$ cat src/rtl/scport_pkg.sv
package scport_pkg;

   typedef enum logic [1:0] {
      PM_PERIPH = 2'b00,
      PM_OUT    = 2'b01,
      PM_IN_PU  = 2'b10,
      PM_IN_RAW = 2'b11
   } pin_mode_e;

   function automatic int popcnt(input logic [63:0] v);
      int n;
      n = 0;
      for (int k = 0; k < 64; k++) n += int'(v[k]);
      return n;
   endfunction

   // Number of set bits of v strictly below position idx.
   function automatic int rank_below(input logic [63:0] v, input int idx);
      int n;
      n = 0;
      for (int k = 0; k < 64; k++)
         if (k < idx) n += int'(v[k]);
      return n;
   endfunction

endpackage

$ cat src/rtl/scport_sync.sv
module scport_sync #(
   parameter int W      = 8,
   parameter int STAGES = 2
) (
   input  logic         clk,
   input  logic         por_n,
   input  logic         mrst_n,
   input  logic [W-1:0] d,
   output logic [W-1:0] q
);
   logic [W-1:0] stg [STAGES];

   generate
      if (STAGES < 2) begin : g_bad_stages
         $error("scport_sync: STAGES must be at least 2");
      end
      for (genvar s = 0; s < STAGES; s++) begin : g_stage
         always_ff @(posedge clk or negedge por_n) begin
            if (!por_n)       stg[s] <= '0;
            else if (!mrst_n) stg[s] <= '0;
            else if (s == 0)  stg[s] <= d;
            else              stg[s] <= stg[(s == 0) ? 0 : s-1];
         end
      end
   endgenerate

   assign q = stg[STAGES-1];
endmodule

$ cat src/rtl/scport_latch.sv
module scport_latch #(
   parameter int           W     = 8,
   parameter logic [W-1:0] WMASK = 8'h7F
) (
   input  logic         clk,
   input  logic         por_n,
   input  logic         wr_en,
   input  logic [W-1:0] wr_data,
   output logic [W-1:0] q
);
   always_ff @(posedge clk or negedge por_n) begin
      if (!por_n)     q <= '0;
      else if (wr_en) q <= (q & ~WMASK) | (wr_data & WMASK);
   end

   // no write means the latch holds
   a_r10_latch_hold: assert property (@(posedge clk) disable iff (!por_n)
      !wr_en |=> $stable(q));
endmodule

$ cat src/rtl/scport_pinctl.sv
module scport_pinctl
   import scport_pkg::*;
#(
   parameter int           W       = 8,
   parameter logic [W-1:0] RO_MASK = 8'h80,
   parameter logic [W-1:0] RX_MASK = 8'h15,
   parameter int           NRX     = 3
) (
   input  logic           clk,
   input  logic           por_n,
   input  logic [2*W-1:0] mode_vec,
   input  logic [NRX-1:0] rx_en,
   input  logic [W-1:0]   latch,
   input  logic [W-1:0]   pin_sync,
   output logic [W-1:0]   rd_data,
   output logic [W-1:0]   pin_out,
   output logic [W-1:0]   pin_oe,
   output logic [W-1:0]   pin_pullup
);
   generate
      if (popcnt(64'(RX_MASK)) != NRX) begin : g_bad_nrx
         $error("scport_pinctl: NRX must equal the number of RX_MASK bits");
      end
      if ((RO_MASK & RX_MASK) != '0) begin : g_bad_overlap
         $error("scport_pinctl: a pin cannot be both read-only and receive");
      end

      for (genvar i = 0; i < W; i++) begin : g_pin
         pin_mode_e md;
         logic      is_in;
         logic      ovr;
         assign md    = pin_mode_e'(mode_vec[2*i +: 2]);
         assign is_in = (md == PM_IN_PU) || (md == PM_IN_RAW);

         if (RX_MASK[i]) begin : g_rx
            localparam int CH = rank_below(64'(RX_MASK), i);
            assign ovr = rx_en[CH];
         end else begin : g_norx
            assign ovr = 1'b0;
         end

         if (RO_MASK[i]) begin : g_ro
            assign rd_data[i] = is_in ? pin_sync[i] : 1'b0;
            assign pin_oe[i]  = 1'b0;
            // input-only pin is never driven
            a_r8_ro_undriven: assert property (@(posedge clk) disable iff (!por_n)
               !pin_oe[i] && !pin_out[i]);
         end else begin : g_rw
            assign rd_data[i] = (is_in || ovr) ? pin_sync[i] : latch[i];
            assign pin_oe[i]  = (md == PM_OUT) && !ovr;
            // output-mode read matches the driven value
            a_r2_out_reads_latch: assert property (@(posedge clk) disable iff (!por_n)
               (md == PM_OUT && !ovr) |-> (pin_oe[i] && rd_data[i] == pin_out[i]));
         end

         assign pin_out[i]    = pin_oe[i] & latch[i];
         assign pin_pullup[i] = (md == PM_IN_PU);

         // receive override releases the pin
         a_r9_rx_releases: assert property (@(posedge clk) disable iff (!por_n)
            ovr |-> !pin_oe[i]);
      end
   endgenerate
endmodule

$ cat src/rtl/sercom_gpio_port.sv
module sercom_gpio_port #(
   parameter int                NPINS       = 8,
   parameter int                SYNC_STAGES = 2,
   parameter logic [NPINS-1:0]  RO_MASK     = 8'h80,
   parameter logic [NPINS-1:0]  RX_MASK     = 8'h15,
   parameter int                NRX         = 3
) (
   input  logic               clk,
   input  logic               por_n,
   input  logic               mrst_n,
   input  logic               wr_en,
   input  logic [NPINS-1:0]   wr_data,
   output logic [NPINS-1:0]   rd_data,
   input  logic [2*NPINS-1:0] pin_mode,
   input  logic [NRX-1:0]     rx_en,
   input  logic [NPINS-1:0]   pin_in,
   output logic [NPINS-1:0]   pin_out,
   output logic [NPINS-1:0]   pin_oe,
   output logic [NPINS-1:0]   pin_pullup
);
   localparam logic [NPINS-1:0] WMASK = ~RO_MASK;

   generate
      if (NPINS < 1 || NPINS > 64) begin : g_bad_npins
         $error("sercom_gpio_port: NPINS out of range");
      end
   endgenerate

   logic [NPINS-1:0] latch_q;
   logic [NPINS-1:0] pin_sync;

   scport_sync #(.W(NPINS), .STAGES(SYNC_STAGES)) u_sync (
      .clk(clk), .por_n(por_n), .mrst_n(mrst_n), .d(pin_in), .q(pin_sync));

   scport_latch #(.W(NPINS), .WMASK(WMASK)) u_latch (
      .clk(clk), .por_n(por_n), .wr_en(wr_en), .wr_data(wr_data), .q(latch_q));

   scport_pinctl #(.W(NPINS), .RO_MASK(RO_MASK), .RX_MASK(RX_MASK), .NRX(NRX)) u_pinctl (
      .clk(clk), .por_n(por_n), .mode_vec(pin_mode), .rx_en(rx_en),
      .latch(latch_q), .pin_sync(pin_sync), .rd_data(rd_data),
      .pin_out(pin_out), .pin_oe(pin_oe), .pin_pullup(pin_pullup));
endmodule

$ cat config.mk
export PLATFORM = sky130hd
export DESIGN_NAME = sercom_gpio_port
export DESIGN_NICKNAME = d
export VERILOG_FILES = /design/src/rtl/scport_pkg.sv /design/src/rtl/scport_sync.sv /design/src/rtl/scport_latch.sv /design/src/rtl/scport_pinctl.sv /design/src/rtl/sercom_gpio_port.sv
export SDC_FILE = /design/constraint.sdc
export NUM_CORES = 1
export LEC_CHECK = 0
export CAP_MARGIN = 5
export CORE_AREA = 2 2 58 60
export DETAILED_ROUTE_END_ITERATION = 8
export DIE_AREA = 0 0 60 62
export PLACE_DENSITY = 0.88
export SLEW_MARGIN = 20
export SYNTH_ARGS = -nofsm -noshare
export SYNTH_HDL_FRONTEND = slang
export SYNTH_HIERARCHICAL = 1
export SYNTH_SLANG_ARGS = --single-unit
$ cat constraint.sdc
create_clock -name clk -period 3 [get_ports clk]
set_clock_uncertainty 0.15 [all_clocks]
set_input_delay 0.75 -clock clk [delete_from_list [all_inputs] [get_ports clk]]
set_output_delay 0.75 -clock clk [all_outputs]
set_load 0.05 [all_outputs]
# Word level (Yosys, flattened, before mapping)
# Cells that the tools add are included.
# classes
eq_ne	23
mux	10
bitwise	8
reduce_logical	17
# ops
cell	count
== test 2 bit (second input constant)	16
two-way mux 8 bit	2
== test 2 x 1 -> 1 bit (second input constant)	7
logical OR 1 bit	11
two-way mux 1 bit	8
OR 8 x 7 -> 8 bit	1
bitwise AND 1 bit	7
logical AND 1 bit	3
zero test 1 bit	3
# totals
reg_bits	24
input_bits	39
output_inout_bits	32
wordCells	61

# Depth between registers and ports, before layout
# Gate-level depths: netlist of run 1.
# depth
word_depth	4
mapped_depth	2
mapped_depth_nobuf	2

# Cells and area by module
# Netlist of run 1, hierarchy kept.
# modules_own_cells
mod	instances	cells_each	area_each_um2	seq_area_each_um2
scport_sync	1	41	586.8	400.4
scport_latch	1	17	302.8	175.2
scport_pinctl	1	36	282.8	0.0

# Worst setup path before layout of run 1
# Ideal clock, no wire load.
# synth_timing
path_kind	input to output
startpoint	in pin_mode[2]
endpoint	out pin_out[1]
arrival_time_ns	2.022
required_ns	2.100
slack_ns	0.078
stages	2
n_path_buf	0
cell_sequence	nor2b_1 and2_1
# synth_between
elab_chain_cells	2
# synth_rtl
element	line	source
start: declaration	sercom_gpio_port.sv:14	input logic [2*NPINS-1:0] pin_mode,
== test 2 x 1 -> 1 bit	scport_pinctl.sv:50	assign pin_oe[i] = (md == PM_OUT) && !ovr;
bitwise AND 1 bit	scport_pinctl.sv:56	assign pin_out[i] = pin_oe[i] & latch[i];
end: declaration	sercom_gpio_port.sv:17	output logic [NPINS-1:0] pin_out,
# No other way between the ends.

# Final worst setup path of run 1
# layout_timing
startpoint	in pin_mode[1]
endpoint	out pin_out[0]
# layout_between
elab_chain_cells	3
# layout_rtl
element	line
== test 2 x 1 -> 1 bit	scport_pinctl.sv:50
logical AND 1 bit	scport_pinctl.sv:50
bitwise AND 1 bit	scport_pinctl.sv:56
# No other way between the ends.

==> out/qor.json, run 1 <==
{
  "fin_area": {"value": 2042, "unit": "um^2"},
  "cts_tree": {"value": "done"},
  "setup-tns-final": {"value": 0, "unit": "ns"},
  "rsz0062_at_grt": {"value": "false"},
  "post_cts_hold_buffer_count": {"value": 0},
  "floorplan.io_pins": {"value": 71},
  "final_min_period_over_clock_period": {"value": 0.9487},
  "worst_setup_path_start_kind": {"value": "input pin"},
  "die_h": {"value": 62, "unit": "um"},
  "grt_max_degree": {"value": 24},
  "dr.first_iter.drc_count": {"value": 3},
  "static-leakage-power": {"value": 0.9118, "unit": "nW"},
  "reg_clk_slew_reported_paths": {"value": 0.11, "unit": "ns"},
  "yosysWarnings": {"value": 6},
  "fp.dieArea": {"value": 3720, "unit": "um^2"},
  "setup.worst_path.end_class": {"value": "output pin"},
  "clk-insertion-delay-late": {"value": 0.29, "unit": "ns"},
  "final.fill_count": {"value": 260},
  "post-cts-setup-buffer-count": {"value": 0},
  "floorplan.core_area": {"value": 3179, "unit": "um^2"},
  "synthesis.area_per_instance": {"value": 12.62, "unit": "um^2"},
  "number_of_h_tree_branching_levels": {"value": 1},
  "row_count": {"value": 21},
  "path_cells": {"value": "clkdlybuf4s50_1, nor3b_2, and2_1, buf_12"},
  "globalRouteOverflowTotal": {"value": 0},
  "worst_ep_required_time": {"value": 2.10, "unit": "ns"},
  "ant_nets": {"value": 0},
  "timing_max_transition_violations_final": {"value": 0},
  "drt_drc_violations_left": {"value": 0},
  "syn_inst": {"value": 92},
  "grt_antenna_before_repair": {"value": 0},
  "power_density": {"value": 369.0, "unit": "nW/um^2"},
  "avgViaCountPerCell": {"value": 4.141},
  "clock_tree.buffer_depth": {"value": 2},
  "critical_path.slowest_cell": {"value": "clkdlybuf4s50_1"},
  "cts-buffers-inserted": {"value": 3},
  "port-buffer-count": {"value": 67},
  "finalSetupViolations": {"value": 0},
  "grt.total_usage": {"value": 0.1383},
  "cts.sinks": {"value": 23},
  "grt_pass1_vias": {"value": 887},
  "max_freq": {"value": 0.3514, "unit": "GHz"},
  "fin_crit": {"value": 2.846, "unit": "ns"},
  "clk_root_buffer_cell": {"value": "clkbuf_4"},
  "critical-path-top-delay-family": {"value": "buffers and inverters"},
  "global_route_wire_length_before_repair": {"value": 3801, "unit": "um"},
  "vdd_drop_max": {"value": 0.2919, "unit": "mV"},
  "die-width": {"value": 60, "unit": "um"},
  "syn_area": {"value": 1161, "unit": "um^2"},
  "place.gp.congestion": {"value": 0.6503},
  "cp_slowest_stage_delay": {"value": 0.46, "unit": "ns"},
  "final_layout_size_suffix_gt1_frac": {"value": 0.4118},
  "per_cell_routed_wire_length": {"value": 12.08, "unit": "um"},
  "run_status": {"value": "finished, final reports clean"},
  "num_antenna_cells": {"value": 0},
  "cts_resized": {"value": 0},
  "hold_path.class": {"value": "flop to flop"},
  "vias": {"value": 824},
  "final_nets": {"value": 193},
  "reg2reg_setup_slack": {"value": 2.05, "unit": "ns"},
  "placed_cell_area": {"value": 2016, "unit": "um^2"},
  "drt-pass1-iter-count": {"value": 2},
  "critical_path_peak_fanout": {"value": 3},
  "critical_path.n_buffers_inverters": {"value": 2},
  "max_cap_violations": {"value": 0},
  "critPathArrivalTime": {"value": 1.95, "unit": "ns"},
  "report.final.hold_viol_count": {"value": 0},
  "postRouteWirelength": {"value": 2403, "unit": "um"},
  "initial_utilization": {"value": 0.3652},
  "timing_worst_setup_path_type": {"value": "input pin to output pin"},
  "area_delta_synth_final": {"value": 75.86, "unit": "%"}
}
-- per-stage QoR --
| step | total power [mW] | util | instances | setup slack [ns] | hold slack (ns) |
|---|---|---|---|---|---|
| floorplan | 0.4909 | - | 93 | 0.07758 | 0.2970 |
| global placement | 0.6228 | 0.6340 | 195 | 0.2422 | 0.3053 |
| detailed placement | 0.6281 | 0.6340 | 195 | 0.1408 | 0.3100 |
| CTS | 0.7655 | 0.6423 | 199 | 0.1408 | 0.3397 |
| global route | 0.7934 | 0.6423 | 199 | 0.07357 | 0.3539 |
| finish | 0.7534 | 0.6423 | 199 | 0.1540 | 0.3346 |
-- layout make-up --
cell class | count | area (um^2) | share of cell area
flip-flops and latches | 23 | 575.6 | 0.2819
multi-input cells | 58 | 491.7 | 0.2408
well taps | 46 | 57.56 | 0.02819
clock buffers | 4 | 26.28 | 0.01287
repair buffers | 68 | 890.9 | 0.4363
-- layout by cell type, fill, tap and decap left out --
cell type and instances:
buf_4 8, dfrtp_1 23, nor2_1 3, nor2b_1 12
clkbuf_1 1, clkdlybuf4s50_1 37, and2_1 12, nor3b_2 3
mux2_4 10, conb_1 2, buf_12 23, clkbuf_4 3
mux2_2 4, and2_2 12
-- state kept, by name, indices dropped and copies added, names as in the netlist --
signal and cells:
u_sync/q 8, u_latch/q 7, u_sync/stg 8
-- final timing paths --
kind	startpoint	to	cells after the start
max reg2reg	u_latch/q[5]	u_latch/q[5]	1
min reg2reg	u_sync/stg[8]	u_sync/q[0]	1
min in group asynchronous	por_n	u_sync/stg[11]	2
max in group asynchronous	por_n	u_sync/q[0]	2
min	u_sync/stg[8]	u_sync/q[0]	1
max	pin_mode[1]	pin_out[0]	4
-- power by group --
group | internal (mW) | leakage, nW | switching, mW | total [mW]
clock | 0.0516 | 0.0150 | 0.0828 | 0.134
sequential | 0.329 | 0.293 | 0.00902 | 0.338
combinational | 0.144 | 0.604 | 0.137 | 0.281
-- routing by layer --
metal	vias to the layer above	wire length, um	GRT usage
li1	406	-	-
met1	376	847	0.1370
met2	40	1367	0.2919
met3	2	176	0.02692
met4	0	10	0.02857
met5	-	0	0
(Power assumes the default switching activity.)
==> run 2, diff against run 1 <==
==> constraint.sdc (replaced) <==
create_clock -name clk -period 3 [get_ports clk]
set_clock_uncertainty 0.15 [all_clocks]
set_input_delay 0.3 -clock clk [delete_from_list [all_inputs] [get_ports clk]]
set_output_delay 0.3 -clock clk [all_outputs]
set_load 0.05 [all_outputs]
==> out/qor.json, run 2 (synthesis gave the netlist of run 1 again) <==
{
  "number_of_h_tree_branching_levels": {"value": 1, "change": "unchanged"},
  "post_cts_hold_buffer_count": {"value": 0, "change": "unchanged"},
  "setup-tns-final": {"value": 0, "unit": "ns", "change": "unchanged"},
  "die_h": {"value": 62, "unit": "um", "change": "unchanged"},
  "power_density": {"value": 393.5, "unit": "nW/um^2", "change": "was 369.0 nW/um^2"},
  "total_power": {"value": 0.7198, "unit": "mW", "change": "was 0.7534 mW"},
  "static-leakage-power": {"value": 0.7866, "unit": "nW", "change": "was 0.9118 nW"},
  "globalRouteOverflowTotal": {"value": 0, "change": "unchanged"},
  "grt_antenna_before_repair": {"value": 0, "change": "unchanged"},
  "intPower": {"value": 0.4976, "unit": "mW", "change": "was 0.5245 mW"},
  "place.gp.congestion": {"value": 0.6774, "change": "was 0.6503"},
  "final_min_period_over_clock_period": {"value": 0.8054, "change": "was 0.9487"},
  "max_cap_violations": {"value": 0, "change": "unchanged"},
  "worst_setup_path_start_kind": {"value": "input pin", "change": "unchanged"},
  "combinationalPowerShare": {"value": 0.342, "change": "was 0.373"},
  "critPathArrivalTime": {"value": 1.97, "unit": "ns", "change": "was 1.95 ns"},
  "dr.first_iter.drc_count": {"value": 9, "change": "was 3"},
  "clk-insertion-delay-late": {"value": 0.30, "unit": "ns", "change": "was 0.29 ns"},
  "final_nets": {"value": 193, "change": "unchanged"},
  "post-cts-setup-buffer-count": {"value": 0, "change": "unchanged"},
  "timing_max_transition_violations_final": {"value": 0, "change": "unchanged"},
  "clk_root_buffer_cell": {"value": "clkbuf_4", "change": "unchanged"},
  "vdd_drop_max": {"value": 0.2135, "unit": "mV", "change": "was 0.2919 mV"},
  "die-width": {"value": 60, "unit": "um", "change": "unchanged"},
  "fp.dieArea": {"value": 3720, "unit": "um^2", "change": "unchanged"},
  "rsz0062_at_grt": {"value": "false", "change": "unchanged"},
  "global_route_wire_length_before_repair": {"value": 3601, "unit": "um", "change": "was 3801 um"},
  "final.fill_count": {"value": 288, "change": "was 260"},
  "avgViaCountPerCell": {"value": 4.196, "change": "was 4.141"},
  "clock_tree.buffer_depth": {"value": 2, "change": "unchanged"},
  "fin_crit": {"value": 2.416, "unit": "ns", "change": "was 2.846 ns"},
  "reg_clk_slew_reported_paths": {"value": 0.12, "unit": "ns", "change": "was 0.11 ns"},
  "per_cell_routed_wire_length": {"value": 11.70, "unit": "um", "change": "was 12.08 um"},
  "timing_worst_setup_path_type": {"value": "input pin to output pin", "change": "unchanged"},
  "setup.worst_path.end_class": {"value": "output pin", "change": "unchanged"},
  "drt-pass1-iter-count": {"value": 3, "change": "was 2"},
  "grt.total_usage": {"value": 0.1340, "change": "was 0.1383"},
  "layout_commonest_cell": {"value": "clkdlybuf4s50_1", "change": "unchanged"},
  "floorplan.io_pins": {"value": 71, "change": "unchanged"},
  "grt_max_degree": {"value": 24, "change": "unchanged"},
  "postRouteWirelength": {"value": 2329, "unit": "um", "change": "was 2403 um"},
  "setup.worst_path.start": {"value": "pin_mode[1]", "change": "unchanged"},
  "num_antenna_cells": {"value": 0, "change": "unchanged"},
  "grt_pass1_vias": {"value": 853, "change": "was 887"},
  "drt_drc_violations_left": {"value": 0, "change": "unchanged"},
  "clkPwrFrac": {"value": 0.189, "change": "was 0.178"},
  "area_delta_synth_final": {"value": 57.54, "unit": "%", "change": "was 75.86%"},
  "largestRegisters": {"value": "u_sync/q: 8 flops, u_sync/stg: 8 flops, u_latch/q: 7 flops", "change": "unchanged"},
  "run_status": {"value": "finished, final reports clean", "change": "unchanged"},
  "switching_power": {"value": 0.2221, "unit": "mW", "change": "was 0.2289 mW"},
  "final_layout_size_suffix_gt1_frac": {"value": 0.2157, "change": "was 0.4118"},
  "cts-buffers-inserted": {"value": 3, "change": "unchanged"},
  "report.final.hold_viol_count": {"value": 0, "change": "unchanged"},
  "floorplan.core_area": {"value": 3179, "unit": "um^2", "change": "unchanged"},
  "hold_path.class": {"value": "input pin to asynchronous set/reset pin", "change": "was flop to flop"},
  "finalSetupViolations": {"value": 0, "change": "unchanged"},
  "transition_at_the_pin_with_the_smallest_max_transition_slack": {"value": 0.5105, "unit": "ns"},
  "vias": {"value": 835, "change": "was 824"},
  "cts_resized": {"value": 0, "change": "unchanged"},
  "crit-reg2reg-launch": {"value": "u_latch/q[5]", "change": "unchanged"},
  "row_count": {"value": 21, "change": "unchanged"},
  "port-buffer-count": {"value": 67, "change": "unchanged"},
  "max_freq": {"value": 0.4139, "unit": "GHz", "change": "was 0.3514 GHz"},
  "cts_tree": {"value": "done", "change": "unchanged"},
  "worst_ep_required_time": {"value": 2.55, "unit": "ns", "change": "was 2.10 ns"},
  "final_util": {"value": 0.5754, "change": "was 0.6423"},
  "swShare": {"value": 0.3086, "change": "was 0.3038"},
  "ant_nets": {"value": 0, "change": "unchanged"},
  "critical_path_peak_fanout": {"value": 3, "change": "unchanged"},
  "cts.sinks": {"value": 23, "change": "unchanged"},
  "leading_cell_types_in_the_layout_fill_and_taps_excluded": {"value": "clkdlybuf4s50_1, dfrtp_1, nor2b_1, and2_1, and2_2", "change": "was clkdlybuf4s50_1, buf_12, dfrtp_1"},
  "sequential_share_of_power": {"value": 0.469, "change": "was 0.448"},
  "slew_limit_headroom": {"value": 0.6586},
  "initial_utilization": {"value": 0.3652, "change": "unchanged"}
}
run 2: changes by cell type in the layout (fill, tap and decap cells not counted), sizes merged:
cell | previous run | this run
buf | 31 | 1
clkdlybuf4s50 | 37 | 67
run 2: worst paths after layout:
kind	slack [ns]	to	depth (start not counted)
worst max-delay path	0.58	rd_data[0]	4
worst min-delay path	0.18	u_sync/stg[13]	2
min in group clk	0.33	u_sync/q[1]	1
worst min register to register	0.33	u_sync/q[1]	1
max in group asynchronous	2.29	u_sync/q[2]	2
worst max register to register	2.06	u_latch/q[5]	1
run 2: cell type report:
type / count / area [um^2] / area share
clock buffers: 4 / 26.28 / 0.01436
multi-input cells: 58 / 491.7 / 0.2688
flip-flops and latches: 23 / 575.6 / 0.3146
well taps: 46 / 57.56 / 0.03146
repair buffers: 68 / 678.2 / 0.3707
run 2: stage by stage:
step / instances / hold slack (ns) / setup WS (ns) / cell area, um^2
after global placement: 195 / 0.3049 / 0.6301 / 1803
after floorplan: 93 / -0.1456 / 0.9776 / 1165
after global routing: 199 / 0.1849 / 0.5261 / 1829
final: 199 / 0.1806 / 0.5839 / 1829
after CTS: 199 / 0.1809 / 0.5790 / 1829
after detailed placement: 195 / 0.3079 / 0.5810 / 1803
run 2: power by group through the flow:
stage          logic [mW]  registers (mW)  clock network [mW]
2_1_floorplan       0.150           0.341                   0
3_3_place_gp        0.244           0.343                   0
5_1_grt             0.261           0.340               0.161
3_5_place_dp        0.248           0.344                   0
4_1_cts             0.249           0.338               0.144
6_report            0.246           0.338               0.136
run 2: metal layers:
| metal | share of wire | global-route usage |
|---|---|---|
| met1 | 0.36 | 0.1387 |
| met2 | 0.55 | 0.2578 |
| met3 | 0.073 | 0.02899 |
| met4 | 0.0073 | 0.06032 |
| met5 | 0 | 0 |
run 2: critical path: stages:
cell and delay [ns]:
clkdlybuf4s50_1 0.46, nor2_1 0.19, mux2_4 0.31, clkdlybuf4s50_1 0.70
